File: src/rtl/adc_pp_pkg.sv
package adc_pp_pkg;

    // Processing flow states
    typedef enum logic [1:0] {
        PP_IDLE   = 2'd0,
        PP_GATHER = 2'd1,
        PP_JUDGE  = 2'd2
    } pp_state_e;

    // Compare rules
    typedef enum logic [1:0] {
        CMP_BELOW   = 2'd0,
        CMP_ATLEAST = 2'd1,
        CMP_OUTSIDE = 2'd2,
        CMP_INSIDE  = 2'd3
    } cmp_mode_e;

endpackage

File: src/rtl/adc_pp_gather.sv
module adc_pp_gather
    import adc_pp_pkg::*;
#(
    parameter int unsigned DATA_W  = 12,
    parameter int unsigned NUM_GRP = 2,
    parameter int unsigned GRP_W   = 1,
    parameter int unsigned MAX_LOG = 5
) (
    input  logic              clk,
    input  logic              rst_n,
    input  logic              smp_valid,
    input  logic [GRP_W-1:0]  smp_grp,
    input  logic [DATA_W-1:0] smp_data,
    input  logic [2:0]        avg_sel,
    output pp_state_e         state_o,
    output logic [GRP_W-1:0]  run_grp,
    output logic [DATA_W-1:0] run_avg
);
    localparam int unsigned SUM_W = DATA_W + MAX_LOG;
    localparam int unsigned CNT_W = MAX_LOG + 1;

    pp_state_e          state_q, state_d;
    logic [SUM_W-1:0]   sum_q;
    logic [CNT_W-1:0]   cnt_q, last_q, run_last;
    logic [2:0]         shift_q, log_k;
    logic [GRP_W-1:0]   grp_q;
    logic               avg_on, start;

    assign avg_on   = (avg_sel[2] == 1'b0);
    assign log_k    = {1'b0, avg_sel[1:0]} + 3'd2;
    assign run_last = avg_on ? ((CNT_W'(1) << log_k) - CNT_W'(1)) : '0;
    assign start    = smp_valid && (state_q != PP_GATHER);

    // State register
    always_ff @(posedge clk) begin
        if (!rst_n) state_q <= PP_IDLE;
        else        state_q <= state_d;
    end

    // Next-state logic
    always_comb begin
        state_d = state_q;
        unique case (state_q)
            PP_IDLE, PP_JUDGE: begin
                if (smp_valid) state_d = avg_on ? PP_GATHER : PP_JUDGE;
                else           state_d = PP_IDLE;
            end
            PP_GATHER: begin
                if (smp_valid && (cnt_q == last_q)) state_d = PP_JUDGE;
            end
            default: state_d = PP_IDLE;
        endcase
    end

    // Accumulation datapath
    always_ff @(posedge clk) begin
        if (!rst_n) begin
            sum_q   <= '0;
            cnt_q   <= '0;
            last_q  <= '0;
            shift_q <= '0;
            grp_q   <= '0;
        end else if (start) begin
            sum_q   <= SUM_W'(smp_data);
            cnt_q   <= CNT_W'(1);
            last_q  <= run_last;
            shift_q <= avg_on ? log_k : 3'd0;
            grp_q   <= smp_grp;
        end else if (smp_valid) begin
            sum_q   <= sum_q + SUM_W'(smp_data);
            cnt_q   <= cnt_q + CNT_W'(1);
        end
    end

    assign state_o = state_q;
    assign run_grp = grp_q;
    assign run_avg = DATA_W'(sum_q >> shift_q);

endmodule

File: src/rtl/adc_pp_judge.sv
module adc_pp_judge
    import adc_pp_pkg::*;
#(
    parameter int unsigned DATA_W = 12
) (
    input  logic [DATA_W-1:0] avg,
    input  logic [DATA_W-1:0] ofs_val,
    input  logic              ofs_sub,
    input  logic              cmp_en,
    input  logic [1:0]        cmp_mode,
    input  logic [DATA_W-1:0] thr_a,
    input  logic [DATA_W-1:0] thr_b,
    output logic [DATA_W-1:0] adj,
    output logic              pass
);
    localparam int unsigned EXT_W = DATA_W + 2;

    logic [EXT_W-1:0] ext_avg, ext_ofs, sum_w;
    logic lt_a, gt_b, ordered, hit;

    assign ext_avg = EXT_W'(avg);
    assign ext_ofs = EXT_W'(ofs_val);
    assign sum_w   = ofs_sub ? (ext_avg - ext_ofs) : (ext_avg + ext_ofs);

    // Clamp: top bit is the borrow of a subtraction, next bit the carry of an addition
    always_comb begin
        if (sum_w[EXT_W-1])      adj = '0;
        else if (sum_w[DATA_W])  adj = '1;
        else                     adj = sum_w[DATA_W-1:0];
    end

    assign lt_a    = (adj < thr_a);
    assign gt_b    = (adj > thr_b);
    assign ordered = (thr_a <= thr_b);

    always_comb begin
        unique case (cmp_mode_e'(cmp_mode))
            CMP_BELOW:   hit = lt_a;
            CMP_ATLEAST: hit = !lt_a;
            CMP_OUTSIDE: hit = ordered ? (lt_a || gt_b)   : (lt_a && gt_b);
            CMP_INSIDE:  hit = ordered ? (!lt_a && !gt_b) : (!lt_a || !gt_b);
            default:     hit = 1'b0;
        endcase
    end

    assign pass = !cmp_en || hit;

endmodule

File: src/rtl/adc_pp_store.sv
module adc_pp_store #(
    parameter int unsigned DATA_W  = 12,
    parameter int unsigned NUM_GRP = 2,
    parameter int unsigned GRP_W   = 1
) (
    input  logic                      clk,
    input  logic                      rst_n,
    input  logic                      commit_v,
    input  logic [GRP_W-1:0]          commit_grp,
    input  logic [DATA_W-1:0]         commit_val,
    input  logic                      ovwr_en,
    input  logic                      dma_en,
    input  logic [NUM_GRP-1:0]        irq_en,
    input  logic [NUM_GRP-1:0]        flag_clr,
    input  logic                      rd_en,
    input  logic [GRP_W-1:0]          rd_grp,
    output logic [NUM_GRP*DATA_W-1:0] results,
    output logic [NUM_GRP-1:0]        done_flags,
    output logic                      irq,
    output logic                      dma_req
);
    logic [NUM_GRP-1:0] flag_q, take;
    logic               irq_q, dma_q;

    for (genvar g = 0; g < NUM_GRP; g++) begin : g_grp
        logic [DATA_W-1:0] res_q;
        logic              clr;

        assign take[g] = commit_v && (commit_grp == GRP_W'(g)) && (ovwr_en || !flag_q[g]);
        assign clr     = flag_clr[g] || (rd_en && (rd_grp == GRP_W'(g)));

        always_ff @(posedge clk) begin
            if (!rst_n) begin
                flag_q[g] <= 1'b0;
                res_q     <= '0;
            end else begin
                flag_q[g] <= take[g] || (flag_q[g] && !clr);
                if (take[g]) res_q <= commit_val;
            end
        end

        assign results[g*DATA_W +: DATA_W] = res_q;
    end

    always_ff @(posedge clk) begin
        if (!rst_n) begin
            irq_q <= 1'b0;
            dma_q <= 1'b0;
        end else begin
            irq_q <= |(take & irq_en);
            dma_q <= dma_en && (|take);
        end
    end

    assign done_flags = flag_q;
    assign irq        = irq_q;
    assign dma_req    = dma_q;

endmodule

File: src/rtl/adc_pp_top.sv
module adc_pp_top
    import adc_pp_pkg::*;
#(
    parameter int unsigned DATA_W  = 12,
    parameter int unsigned NUM_GRP = 2,
    parameter int unsigned MAX_LOG = 5,
    parameter int unsigned GRP_W   = (NUM_GRP > 1) ? $clog2(NUM_GRP) : 1
) (
    input  logic                      clk,
    input  logic                      rst_n,
    input  logic                      raw_valid,
    input  logic [GRP_W-1:0]          raw_grp,
    input  logic [DATA_W-1:0]         raw_data,
    input  logic [2:0]                avg_sel,
    input  logic                      cmp_en,
    input  logic [1:0]                cmp_mode,
    input  logic [DATA_W-1:0]         thr_a,
    input  logic [DATA_W-1:0]         thr_b,
    input  logic [DATA_W-1:0]         ofs_val,
    input  logic                      ofs_sub,
    input  logic                      ovwr_en,
    input  logic                      dma_en,
    input  logic [NUM_GRP-1:0]        irq_en,
    input  logic [NUM_GRP-1:0]        flag_clr,
    input  logic                      rd_en,
    input  logic [GRP_W-1:0]          rd_grp,
    output logic [NUM_GRP*DATA_W-1:0] results,
    output logic [NUM_GRP-1:0]        done_flags,
    output logic                      irq,
    output logic                      dma_req
);
    pp_state_e         st_w;
    logic [GRP_W-1:0]  run_grp_w;
    logic [DATA_W-1:0] run_avg_w, adj_w;
    logic              pass_w, judge_w, commit_w;

    adc_pp_gather #(
        .DATA_W(DATA_W), .NUM_GRP(NUM_GRP), .GRP_W(GRP_W), .MAX_LOG(MAX_LOG)
    ) u_gather (
        .clk(clk), .rst_n(rst_n),
        .smp_valid(raw_valid), .smp_grp(raw_grp), .smp_data(raw_data),
        .avg_sel(avg_sel),
        .state_o(st_w), .run_grp(run_grp_w), .run_avg(run_avg_w)
    );

    adc_pp_judge #(.DATA_W(DATA_W)) u_judge (
        .avg(run_avg_w), .ofs_val(ofs_val), .ofs_sub(ofs_sub),
        .cmp_en(cmp_en), .cmp_mode(cmp_mode), .thr_a(thr_a), .thr_b(thr_b),
        .adj(adj_w), .pass(pass_w)
    );

    assign judge_w  = (st_w == PP_JUDGE);
    assign commit_w = judge_w && pass_w;

    adc_pp_store #(
        .DATA_W(DATA_W), .NUM_GRP(NUM_GRP), .GRP_W(GRP_W)
    ) u_store (
        .clk(clk), .rst_n(rst_n),
        .commit_v(commit_w), .commit_grp(run_grp_w), .commit_val(adj_w),
        .ovwr_en(ovwr_en), .dma_en(dma_en), .irq_en(irq_en),
        .flag_clr(flag_clr), .rd_en(rd_en), .rd_grp(rd_grp),
        .results(results), .done_flags(done_flags), .irq(irq), .dma_req(dma_req)
    );

endmodule

File: config.mk
export PLATFORM = sky130hd
export DESIGN_NAME = adc_pp_top
export DESIGN_NICKNAME = d
export VERILOG_FILES = /design/src/rtl/adc_pp_pkg.sv /design/src/rtl/adc_pp_gather.sv /design/src/rtl/adc_pp_judge.sv /design/src/rtl/adc_pp_store.sv /design/src/rtl/adc_pp_top.sv
export SDC_FILE = /design/constraint.sdc
export NUM_CORES = 1
export LEC_CHECK = 0
export BUFFER_PORTS_ARGS = -buffer_cell sky130_fd_sc_hd__clkbuf_2
export CORE_ASPECT_RATIO = 1.2
export CORE_MARGIN = 5
export CORE_UTILIZATION = 45
export CTS_BUF_LIST = sky130_fd_sc_hd__clkbuf_4 sky130_fd_sc_hd__clkbuf_8 sky130_fd_sc_hd__clkbuf_16
export CTS_CLUSTER_DIAMETER = 150
export DETAILED_ROUTE_END_ITERATION = 12
export GPL_TIMING_DRIVEN = 0
export PLACE_DENSITY = 0.77
export SYNTH_ARGS = -nofsm -noshare
export SYNTH_HDL_FRONTEND = slang
export SYNTH_SLANG_ARGS = --single-unit
export TNS_END_PERCENT = 30
File: constraint.sdc
create_clock -name clk -period 6.12 [get_ports clk]
set_input_delay 0.306 -clock clk [delete_from_list [all_inputs] [get_ports clk]]
set_output_delay 0.306 -clock clk [all_outputs]
set_load 0.02 [all_outputs]
After elaboration in Yosys (flattened, before gate mapping)
Cells that the tools add are included.

word-level totals
  memories = 0
  bits in latches = 0
  memory bits (read-only) = 0
  memory bits (writable) = 0
  input port bits = 67
  flip-flop bits (word level) = 63
  output and inout bits = 28

cells by class
  eq/ne operators = 8
  shifts and indexed selects = 2
  order comparisons = 3
  multipliers = 0
  reductions and logical operators = 37
  mux-type cells = 16
  divide/modulo/power cells = 0
  bitwise gates (word level) = 4
  add/sub/neg operators = 6

operator list
  cell                                               number
  two-way mux 12 bit                                 4
  adder 17 x 12 -> 17 bit                            1
  >> shifter 17 x 3 -> 12 bit                        1
  logical AND 1 bit                                  14
  two-way mux 14 bit                                 1
  adder 12 x 12 -> 13 bit                            1
  subtractor 12 x 12 -> 13 bit                       1
  > comparator 12 bit                                1
  <= comparator 12 bit                               1
  < comparator 12 bit                                1
  logical OR 1 bit                                   9
  OR reduction 2 bit                                 4
  zero test 1 bit                                    7
  adder 6 x 1 -> 6 bit (second input constant)       1
  == test 2 bit (second input constant)              3
  == test 6 bit                                      1
  two-way mux 2 bit                                  3
  two-way mux 6 bit                                  1
  left shift 1 x 3 -> 6 bit (first input constant)   1
  subtractor 6 x 1 -> 6 bit (second input constant)  1
  == test 2 x 1 -> 1 bit (second input constant)     2
  zero test 2 bit                                    2
  two-way mux 1 bit                                  4
  != test 2 x 1 -> 1 bit (second input constant)     2
  7 further kinds                                    9

Depth between registers and ports, before layout
Gate-level depths: netlist (run 1).

  depth after elaboration = 16
  mapped depth = 26
  depth with buffers taken out = 24

By module
From an unflattened synthesis (run 1), not the netlist that was laid out.

second synthesis, totals
  cell total of the unflattened synthesis = 699
  area total of the unflattened synthesis = 5,631.7 um^2

modules (own cells, without submodules)
  module         cells each  times used  area an instance (um^2)  seq. area each (um^2)
  adc_pp_gather  314         1           2,499.9                  680.7
  adc_pp_judge   274         1           2,023.2                  0.0
  adc_pp_store   110         1           1,099.8                  560.5
  adc_pp_top     1           1           8.8                      0.0

Least setup slack after synthesis (run 1)
No wires, ideal clock.

  kind = reg-to-reg
  from = register u_gather.shift_q[1]
  to = register u_store.g_grp[1].res_q[0]
  setup slack = 6 ps
  cell stages (with the launch flop) = 26
  data arrival time = 6,042 ps
  path buffers = 4
  library setup time = 72 ps
  cell sequence = dfxtp_1 > clkbuf_1 > buf_1 > mux2i_1 > nand2_1 > a21oi_1 > a21oi_1 > ha_1 > nand2b_1 > a221o_1 > a2111oi_4 > o21bai_2 > clkbuf_1 > nand4_1 > nor3b_1 > ha_1 > and3_1 > a221o_1 > a221o_1 > o21ai_0 > a311oi_1 > o21ai_2 > mux2_4 > nor3_4 > buf_6 > mux2i_1

on the way
  longest elaborated chain between the ends = 14
  elaborated cells between the ends (all ways) = 21
  classes of those cells = add/sub: 2; order compare: 2; shift: 1; mux: 6; reduce/logical: 10

RTL lines
  item                                                                            line                                    source
  start, declared                                                                 adc_pp_gather.sv:25                     logic [2:0] shift_q, log_k;
  start signal, assigned                                                          adc_pp_gather.sv:67                     shift_q <= avg_on ? log_k : 3'd0;
  >> shifter 17 x 3 -> 12 bit *                                                   adc_pp_gather.sv:77                     assign run_avg = DATA_W'(sum_q >> shift_q);
  adder 12 x 12 -> 13 bit / subtractor 12 x 12 -> 13 bit (equally long branches)  adc_pp_judge.sv:23                      assign sum_w = ofs_sub ? (ext_avg - ext_ofs) : (ext_avg + ext_ofs);
  two-way mux 14 bit *                                                            adc_pp_judge.sv:23
  two-way mux 12 bit                                                              adc_pp_judge.sv:28                      else if (sum_w[DATA_W]) adj = '1;
  two-way mux 12 bit *                                                            adc_pp_judge.sv:27                      if (sum_w[EXT_W-1]) adj = '0;
  named net adj_w[7]                                                              adc_pp_top.sv:34                        logic [DATA_W-1:0] run_avg_w, adj_w;
  < comparator 12 bit / > comparator 12 bit (equally long branches)               adc_pp_judge.sv:32, adc_pp_judge.sv:33
  zero test 1 bit (on tied branches)                                              adc_pp_judge.sv:39, adc_pp_judge.sv:41
  logical OR 1 bit / logical AND 1 bit (equally long branches)                    adc_pp_judge.sv:41                      CMP_INSIDE: hit = ordered ? (!lt_a && !gt_b) : (!lt_a || !gt_b);
  two-way mux 1 bit                                                               adc_pp_judge.sv:41
  case mux 1 bit (4 select lines) *                                               adc_pp_judge.sv:37                      unique case (cmp_mode_e'(cmp_mode))
  logical OR 1 bit *                                                              adc_pp_judge.sv:46                      assign pass = !cmp_en || hit;
  logical AND 1 bit *                                                             adc_pp_top.sv:53                        assign commit_w = judge_w && pass_w;
  logical AND 1 bit * (2 in series)                                               adc_pp_store.sv:29                      assign take[g] = commit_v && (commit_grp == GRP_W'(g)) && (ovwr_en || !flag_q[g]);
  end signal, assigned                                                            adc_pp_store.sv:38                      if (take[g]) res_q <= commit_val;
  end, declared                                                                   adc_pp_store.sv:26                      logic [DATA_W-1:0] res_q;

Mark *: on every way through the listed nets, which the timed path passes. The rest lies on a longest branch.
A chain may end at the register's enable or synchronous reset.

Final worst setup path (run 1)
  from = register u_gather.shift_q[1]
  to = register u_store.g_grp[1].res_q[8]

Same word-level chain as after synthesis.

==> impl_metrics.json, run 1 <==
{
  "place.gp.congestion": 0.8776,
  "drtAntennaViolNets": 0,
  "grt_pass1_wl_mm": 24.42,
  "cts.clk_slew.worst_paths_ns": 0.06,
  "antenna_cells": 0,
  "slew_violations": 0,
  "regToRegSetupSlack_ns": 0.26,
  "leakagePower_uw": 0.003213,
  "synthTopCellsByArea": "dfxtp_1, ha_1, mux2i_1",
  "maxSlewHeadroom": 0.2156,
  "synth_area_mm2": 0.005625,
  "start_util": 0.4624,
  "ios": 95,
  "cts_made_buffers": 9,
  "grt_remaining_overflow": 0,
  "holdWs_ns": 0.2161,
  "grt_start_max_net_pins": 12,
  "crit_path_end_kind": "flop",
  "htree_levels": 3,
  "io_buffers": 94,
  "synth_most_common_cell": "nand2_1",
  "powerDensity_mw_per_mm2": 226.3,
  "crit_type": "flop to flop",
  "setup_ws_ns": 0.2633,
  "synth_top_area_frac": 0.2242,
  "die_w_um": 112.1,
  "fin_crit_sh": 0.9570,
  "place_hpwl_mm": 12.07,
  "synth_cells": 715,
  "grtUsageTotal": 0.1963,
  "areaGrowthSynthToFinish_pct": 21.17,
  "synth.avg_cell_area_um2": 7.868,
  "fin_cells": 990,
  "synth.largest_area_cell": "dfxtp_1",
  "drc": 0,
  "setup_viol": 0,
  "outcome": "completed",
  "crit_path_max_fanout": 10,
  "layout.nets": 966,
  "synth-edff-count": 0,
  "dieArea_mm2": 0.01485,
  "synth.distinct_cells": 65,
  "ys_warn_count": 0,
  "synth_seq_cells": 63,
  "worstPathArrival_ns": 6.11,
  "core_mm2": 0.01217,
  "fin_skew_ns": 0.006202,
  "fp.dieH_um": 132.5,
  "vdd_drop_max_mv": 0.1190,
  "vias": 5509,
  "grt_pass1_vias": 5235,
  "worst_pin_slew_ns": 1.147,
  "async_reset_ff_frac": 0,
  "stdcell_area_mm2": 0.006817,
  "clkLatencyLatePin_ns": 0.33,
  "wl_per_cell_um": 15.28,
  "synth_flop_cell": "dfxtp_1",
  "placed_cell_area_mm2": 0.006304,
  "cp-start-kind": "flop",
  "yosysSeqAreaShare": 0.2242,
  "finalHoldViolations": 0,
  "drive_above_1_share": 0.2002,
  "synth_common_cells": "nand2_1, ha_1, dfxtp_1, inv_1, a21oi_1",
  "period_minus_slack_ns": 5.857,
  "post-place-ws_ns": -1.129,
  "synth_nets": 857,
  "antenna_found_initial": 0,
  "clock_sinks": 63,
  "worstPathRequired_ns": 6.37,
  "max_cap_violations": 0,
  "max_freq_ghz": 0.1707,
  "drt-vias-per-instance": 5.565,
  "first_pass_iters": 5,
  "dp_cells": 971,
  "clock_path_buffers": 2,
  "cts_root_buf": "clkbuf_16",
  "drt_iter0_markers": 341,
  "rows": 44,
  "min_path_type": "input pin to flop",
  "cts_tree": "yes",
  "setup-tns-final_ns": 0,
  "drt_wl_total_mm": 15.13
}
final cells by class:
type | count | area, µm²
fillers | 1132 | 5350
multi-input cells | 556 | 4134
flip-flops and latches | 63 | 1266
repair buffers | 103 | 540.5
inverters | 63 | 236.5
clock buffers | 10 | 232.7
well taps | 161 | 201.4
plain buffers | 28 | 143.9
clock inverters | 6 | 61.31
path summary, 6_finish.rpt:
| check | startpoint | endpoint | cells past startpoint |
|---|---|---|---|
| setup reg to reg | u_gather.shift_q[1] | u_store.g_grp[1].res_q[8] | 24 |
| hold / removal | dma_en | u_store.dma_req | 3 |
| setup / recovery | u_gather.shift_q[1] | u_store.g_grp[1].res_q[8] | 24 |
| hold reg to reg | u_store.g_grp[1].res_q[5] | u_store.g_grp[1].res_q[5] | 2 |
worst max-delay path, stage by stage (launching register included):
cell and delay [ns]:
dfxtp_4 0.39, buf_8 0.17, mux2i_2 0.26, nand2_1 0.08
a21oi_1 0.18, a21oi_1 0.09, ha_1 0.38, nand2b_1 0.19
a221o_1 0.40, a2111oi_4 0.41, o21bai_2 0.13, buf_4 0.19
nand4_1 0.10, nor3b_4 0.20, ha_1 0.27, and3_1 0.21
a221o_1 0.36, a221o_1 0.39, o21ai_2 0.15, a311oi_2 0.12
o21ai_2 0.11, mux2_4 0.34, nor3_4 0.28, buf_6 0.18
mux2i_1 0.18
layout by cell type (no fill, tap or decap), types with 5 or more instances in the layout:
cell	Yosys	routed
nand4_1	12	12
a211oi_1	8	8
a21oi_1	60	57
mux2i_1	44	41
clkbuf_1	23	15
nand3_1	10	10
a221o_1	5	5
a311oi_1	8	7
and3_1	7	7
clkbuf_16	0	9
nor3_1	7	7
mux2_2	5	5
dfxtp_1	63	61
a31oi_1	7	6
inv_1	63	63
nor2b_1	7	7
o21a_1	14	14
xor2_1	11	11
nand2b_1	6	6
and2_1	6	6
buf_4	0	6
nand2_1	92	92
nor2_1	47	47
ha_1	72	69
o31ai_1	7	6
nand3b_1	6	6
o21ai_0	32	29
xnor2_1	17	17
clkbuf_2	0	96
a21o_1	6	6
o211ai_1	5	5
flip-flops by register name, indices dropped and copies added, names as in the netlist:
register,count
u_gather.run_grp,1
u_gather.shift_q,3
u_store.irq,1
u_gather.state_o,2
u_gather.cnt_q,6
u_store.dma_req,1
u_store.done_flags,2
u_gather.last_q,6
u_store.g_grp.res_q,24
u_gather.sum_q,17
layer usage:
metal / wire length (µm) / track usage / vias to the layer above
met5: 0 / 0 / -
met4: 188 / 0.04075 / 0
met3: 846 / 0.04568 / 17
met2: 7432 / 0.3443 / 160
met1: 6660 / 0.2459 / 2555
li1: - / - / 2777
report_power, final:
part	switching (µW)	internal, µW
sequential	19.1	431
combinational	342	252
clock	180	318
through the flow:
step / total power, µW / util
6_report: 1542 / 0.5603
3_3_place_gp: 987.7 / 0.5176
4_1_cts: 1510 / 0.5462
2_1_floorplan: 849.7 / -
5_1_grt: 1643 / 0.5603
3_5_place_dp: 999.8 / 0.5181
repair_timing:
action,CTS,global route
setup endpoints to repair,28,28
gates cloned,0,1
hold buffers,0,0
hold endpoints to repair,0,0
setup buffers,1,6
resized for setup,14,37
pin swaps,1,7
cell families (layout without fill, tap and decap cells):
logic type,count (synthesis),count (layout),synth area share
AO/OA/AOI/OAI,183,183,0.2171
multiplexers,50,50,0.09097
flip-flops,63,63,0.2242
AND/OR/NAND/NOR,220,220,0.1864
adder cells (fa/ha/maj),75,75,0.1708
buffers and inverters,96,210,0.06695
XOR/XNOR,28,28,0.04359
Note: power is estimated with default switching activity, not from simulation.
==> inputs of run 2 (changes only) <==
--- a/config.mk
+++ b/config.mk
@@ -13,8 +13,7 @@
 export CTS_CLUSTER_DIAMETER = 150
 export DETAILED_ROUTE_END_ITERATION = 12
 export GPL_TIMING_DRIVEN = 0
-export PLACE_DENSITY = 0.77
+export PLACE_DENSITY = 0.69
 export SYNTH_ARGS = -nofsm -noshare
 export SYNTH_HDL_FRONTEND = slang
 export SYNTH_SLANG_ARGS = --single-unit
-export TNS_END_PERCENT = 30
==> impl_metrics.json, run 2 (same netlist as run 1, synthesis figures left out) <==
{
  "cpPeakStageDelay_ns": 0.43,
  "cpMaxStageDelayCell": "dfxtp_4",
  "cts_root_buf": "clkbuf_16",
  "setup-tns-final_ns": 0,
  "largest_reg_flops": 24,
  "post-place-ws_ns": -1.415,
  "layout_commonest_cell": "clkbuf_2",
  "r2r_start": "u_gather.shift_q[1]",
  "min_path_type": "input pin to flop",
  "hold_path_end": "u_store.dma_req",
  "fin_crit_sh": 0.9645,
  "cts_tree": "yes",
  "grt_pass1_vias": 5475,
  "core_mm2": 0.01217,
  "grt_remaining_overflow": 0,
  "first_pass_iters": 7,
  "wl_per_cell_um": 15.64,
  "drtAntennaViolNets": 0,
  "max_freq_ghz": 0.1694,
  "drt_wl_total_mm": 15.42,
  "fin_skew_ns": 0.008768,
  "grtUsageTotal": 0.2039,
  "period_minus_slack_ns": 5.903,
  "ctsHoldBuffers": 0,
  "max_cap_violations": 0,
  "die_w_um": 112.1,
  "powerDensity_mw_per_mm2": 222.3,
  "place.gp.congestion": 0.8900,
  "largest-register": "u_store.g_grp.res_q",
  "drc": 0,
  "drt_iter0_markers": 253,
  "setup_ws_ns": 0.2170,
  "maxSlewHeadroom": 0.3606,
  "met2_usage": 0.3790,
  "clock_sinks": 63,
  "drt-vias-per-instance": 5.504,
  "slew_violations": 0,
  "dieArea_mm2": 0.01485,
  "crit_path_end_kind": "flop",
  "worstPathArrival_ns": 6.11,
  "leakagePower_uw": 0.003177,
  "areaGrowthSynthToFinish_pct": 19.33,
  "crit_type": "flop to flop",
  "finalHoldViolations": 0,
  "antenna_cells": 0,
  "regToRegSetupSlack_ns": 0.22,
  "antenna_found_initial": 0,
  "ios": 95,
  "use_met1": 0.2409,
  "final_cell_mix": "clkbuf_2, nand2_1, ha_1, inv_1, dfxtp_1",
  "worst_pin_slew_ns": 0.9349,
  "place_hpwl_mm": 12.64,
  "grt_pass1_wl_mm": 25.41,
  "rr_worst_depth": 24,
  "outcome": "completed",
  "clock_path_buffers": 2,
  "grt_start_max_net_pins": 12,
  "crit_path_max_fanout": 10,
  "r2r-end": "u_store.g_grp[0].res_q[11]",
  "rows": 44,
  "cts.clk_slew.worst_paths_ns": 0.05,
  "cp-start-kind": "flop",
  "io_buffers": 94,
  "grt_busiest_layer": "met2",
  "path_cells": "buf_8 -> mux2i_2 -> nand2_1 -> a21oi_1 -> a21oi_1 -> ha_4 -> nand2b_1 -> a221o_1 -> a2111oi_4 -> o21bai_2 -> clkbuf_4 -> nand4_1 -> nor3b_4 -> ha_1 -> and3_1 -> a221o_1 -> a221o_1 -> o21ai_1 -> a311oi_1 -> o21ai_2 -> mux2_2 -> or2_1 -> buf_6 -> mux2i_1",
  "cp_common_cell": "a221o_1",
  "setup_viol": 0,
  "hold_start": "dma_en",
  "use_met3": 0.03883,
  "layout.nets": 962,
  "start_util": 0.4624,
  "fp.dieH_um": 132.5,
  "vias": 5427,
  "hold_path_depth": 3,
  "total_power_uw": 1492,
  "clkLatencyLatePin_ns": 0.33,
  "worstPathRequired_ns": 6.33,
  "fin_util": 0.5517,
  "htree_levels": 3,
  "reg.largest.list": "u_store.g_grp.res_q x24, u_gather.sum_q x17",
  "drive_above_1_share": 0.1891,
  "cts_made_buffers": 9,
  "vdd_drop_max_mv": 0.1514
}
[run 2: through the flow]
stage	hold WS (ns)	area, µm²	cells
after global routing	0.2063	6713	986
after floorplan	0.4311	5625	715
after detailed placement	0.4519	6297	970
after global placement	0.4454	6297	970
after CTS	0.1938	6629	986
final	0.1964	6713	986
[run 2: area by class of cell]
type | instances | area [µm²]
flip-flops and latches | 63 | 1266
clock inverters | 5 | 35.03
multi-input cells | 556 | 4085
inverters | 63 | 236.5
repair buffers | 98 | 500.5
plain buffers | 29 | 147.6
fillers | 1151 | 5454
well taps | 161 | 201.4
clock buffers | 11 | 240.2
[run 2: worst max path at each step]
stage	start	to
global placement	u_gather.shift_q[1]	u_store.g_grp[1].res_q[2]
finish	u_gather.shift_q[1]	u_store.g_grp[0].res_q[11]
CTS	u_gather.shift_q[0]	u_store.g_grp[0].res_q[11]
detailed placement	u_gather.shift_q[1]	u_store.g_grp[1].res_q[8]
global route	u_gather.shift_q[1]	u_store.g_grp[0].res_q[11]
floorplan	u_gather.shift_q[1]	u_store.g_grp[1].res_q[0]
[run 2: critical path: cells and delay by family, from the launching register on]
kind,cells,cell delay (ns)
AO/OA/AOI/OAI,10,2.47
AND/OR/NAND/NOR,6,1.02
multiplexers,3,0.79
adder cells (fa/ha/maj),2,0.54
buffers and inverters,3,0.53
flip-flops,1,0.43
[run 2: report_power, final]
group / total, µW / switching [µW] / internal [µW]
Sequential: 449 / 18.7 / 431
Clock: 461 / 178 / 282
Combinational: 582 / 337 / 245
Total: 1490 / 534 / 958
[run 2: repair_timing]
item                                    CTS  global route
endpoints found under the hold margin     0             0
endpoints found under the setup margin   28            28
resized for setup                        17            21
setup buffers                             2             2
cloned                                    0             0
pin swaps                                 2             4
[run 2: routing by layer]
metal,part of all wire,up-vias
met5,0,-
met4,0.017,0
met3,0.046,20
met2,0.51,138
met1,0.43,2512
li1,-,2757
==> inputs of run 3 (changes only) <==
--- a/config.mk
+++ b/config.mk
@@ -5,6 +5,7 @@
 export SDC_FILE = /design/constraint.sdc
 export NUM_CORES = 1
 export LEC_CHECK = 0
+export ABC_AREA = 1
 export BUFFER_PORTS_ARGS = -buffer_cell sky130_fd_sc_hd__clkbuf_2
 export CORE_ASPECT_RATIO = 1.2
 export CORE_MARGIN = 5
@@ -13,7 +14,8 @@
 export CTS_CLUSTER_DIAMETER = 150
 export DETAILED_ROUTE_END_ITERATION = 12
 export GPL_TIMING_DRIVEN = 0
-export PLACE_DENSITY = 0.69
+export PLACE_DENSITY = 0.66
+export SETUP_SLACK_MARGIN = 0.5
 export SYNTH_ARGS = -nofsm -noshare
 export SYNTH_HDL_FRONTEND = slang
 export SYNTH_SLANG_ARGS = --single-unit
==> constraint.sdc (replaced) <==
create_clock -name clk -period 6.15 [get_ports clk]
set_input_delay 0.3075 -clock clk [delete_from_list [all_inputs] [get_ports clk]]
set_output_delay 0.3075 -clock clk [all_outputs]
set_load 0.02 [all_outputs]
==> impl_metrics.json, run 3 <==
{
  "outcome": "completed",
  "worstPathRequired_ns": 6.37,
  "worst_pin_slew_ns": 0.6267,
  "yosysSeqAreaShare": 0.2246,
  "first_pass_iters": 5,
  "place.gp.congestion": 0.8880,
  "drive_above_1_share": 0.1482,
  "largest-register": "u_store.g_grp.res_q",
  "ctsHoldBuffers": 0,
  "grt_pass1_vias": 5516,
  "vdd_drop_max_mv": 0.1212,
  "maxSlewHeadroom": 0.5822,
  "crit_path_end_kind": "flop",
  "antenna_found_initial": 0,
  "async_reset_ff_frac": 0,
  "crit_path_max_fanout": 10,
  "max_freq_ghz": 0.1965,
  "final_cell_mix": "nand2_1, inv_1, clkbuf_2, a21oi_1, ha_1",
  "clock_sinks": 63,
  "fin_crit_sh": 0.8276,
  "cp-start-kind": "flop",
  "core_mm2": 0.01217,
  "nFillCells": 1311,
  "synth_top_family_by_area": "simple AND/OR/NAND/NOR gates",
  "muxShareOfSynthArea": 0.003566,
  "drc": 0,
  "cts_setup_buffers": 0,
  "synth_nets": 997,
  "slew_violations": 0,
  "grt_remaining_overflow": 0,
  "synth_area_mm2": 0.005614,
  "synth_top_area_frac": 0.2246,
  "synth-edff-count": 0,
  "setup_ws_ns": 1.060,
  "finalHoldViolations": 0,
  "grt_start_max_net_pins": 12,
  "clkLatencyLatePin_ns": 0.33,
  "cp_common_cell": "nand2_1",
  "fp.dieH_um": 132.4,
  "synth_xor_area_frac": 0.02028,
  "worstPathArrival_ns": 5.31,
  "wl_per_cell_um": 13.59,
  "drt_wl_total_mm": 15.30,
  "synthAdderAreaFrac": 0.1712,
  "synth_seq_cells": 63,
  "drtAntennaViolNets": 0,
  "reg.largest.list": "u_store.g_grp.res_q x24, u_gather.sum_q x17",
  "htree_levels": 3,
  "cpMaxStageDelayCell": "fa_1",
  "rsz0062_at_grt": "false",
  "place_hpwl_mm": 12.72,
  "synth_flop_cell": "dfxtp_1",
  "cts.clk_slew.worst_paths_ns": 0.05,
  "cts_tree": "yes",
  "crit_type": "flop to flop",
  "min_path_type": "input pin to flop",
  "synthTopCellsByArea": "dfxtp_1, ha_1, nand2_1",
  "synth.avg_cell_area_um2": 6.566,
  "rows": 44,
  "max_cap_violations": 0,
  "clock_path_buffers": 2,
  "powerDensity_mw_per_mm2": 223.8,
  "synth-simple-area-share": 0.2608,
  "cts_made_buffers": 9,
  "grtUsageTotal": 0.2035,
  "cts_resized": 2,
  "holdWs_ns": 0.2060,
  "start_util": 0.4614,
  "setup_viol": 0,
  "ios": 95,
  "io_buffers": 94,
  "dieArea_mm2": 0.01482,
  "die_w_um": 112.0,
  "antenna_cells": 0,
  "drt_iter0_markers": 274,
  "layout.nets": 1102,
  "post-place-ws_ns": 0.4370,
  "drt-vias-per-instance": 5.209,
  "areaGrowthSynthToFinish_pct": 17.70,
  "period_minus_slack_ns": 5.090,
  "grt_pass1_wl_mm": 25.08,
  "synth.distinct_cells": 44,
  "cpPeakStageDelay_ns": 0.36,
  "layout_commonest_cell": "nand2_1",
  "synth_common_cells": "nand2_1, inv_1, a21oi_1",
  "setup-tns-final_ns": 0,
  "synth_most_common_cell": "nand2_1",
  "leakagePower_uw": 0.003323,
  "ys_warn_count": 0,
  "fin_skew_ns": 0.008419,
  "synth.largest_area_cell": "dfxtp_1",
  "synth_cells": 855,
  "vias": 5865,
  "cts_root_buf": "clkbuf_16",
  "largest_reg_flops": 24,
  "synth_compound_area_frac": 0.2050
}
run 3: cell types whose count changed after synthesis, moves of 13 or more:
cell / change
o21a_1: -13
o21ai_0: +44
a21oi_1: +22
mux2i_1: -42
nand3_1: +20
inv_1: +64
nand2_1: +105
nand4_1: +18
xnor2_1: -15
run 3: worst paths after layout:
check,slack [ns],from,depth (start not counted),end
worst max-delay path,1.06,u_gather.shift_q[0],36,u_store.g_grp[1].res_q[0]
worst min-delay path,0.21,dma_en,3,u_store.dma_req
worst max register to register,1.06,u_gather.shift_q[0],36,u_store.g_grp[1].res_q[0]
worst min register to register,0.46,u_store.g_grp[0].res_q[5],2,u_store.g_grp[0].res_q[5]
run 3: power by group:
part           switching (µW)  internal, µW
combinational             348           193
sequential               13.4           427
clock                     182           316
run 3: cell type report:
type,instances,area (µm²),share of cell area
Sequential cell,63,1261,0.1909
Clock buffer,10,232.7,0.03522
Multi-Input combinational cell,631,3727,0.5641
Clock inverter,6,61.31,0.009279
Tap cell,161,201.4,0.03049
Timing Repair Buffer,94,470.5,0.07120
Inverter,132,495.5,0.07499
Buffer,29,157.7,0.02386
run 3: metrics by stage:
stage	utilization	std cells	total power, µW	area [µm²]
CTS	0.5409	1126	1485	6581
floorplan	-	855	834.2	5614
global placement	0.5167	1110	978.4	6286
detailed placement	0.5167	1110	983.5	6286
finish	0.5431	1126	1479	6608
global route	0.5431	1126	1596	6608
run 3: metal layers:
layer / GRT usage / wire length (µm) / share of wire / vias to the layer above
li1: - / - / - / 3095
met1: 0.2292 / 6451 / 0.42 / 2575
met2: 0.3653 / 7542 / 0.49 / 158
met3: 0.04500 / 780 / 0.051 / 37
met4: 0.08951 / 527 / 0.034 / 0
met5: 0 / 0 / 0 / -
run 3: logic make-up after synthesis:
kind of cell,count (synthesis)
and+or+nand+nor,335
AOI/OAI and AO/OA,206
buffers and inverters,161
adders and majority gates,75
DFF,63
xor gates and xnor gates,13
muxes,2
run 3: worst max-delay path: cells and delay by family, from the launching register on:
kind	cells	cell delay (ns)
buffers and inverters	6	0.83
adder cells (fa/ha/maj)	3	0.92
AO/OA/AOI/OAI	7	1.03
flip-flops	1	0.30
AND/OR/NAND/NOR	20	1.86
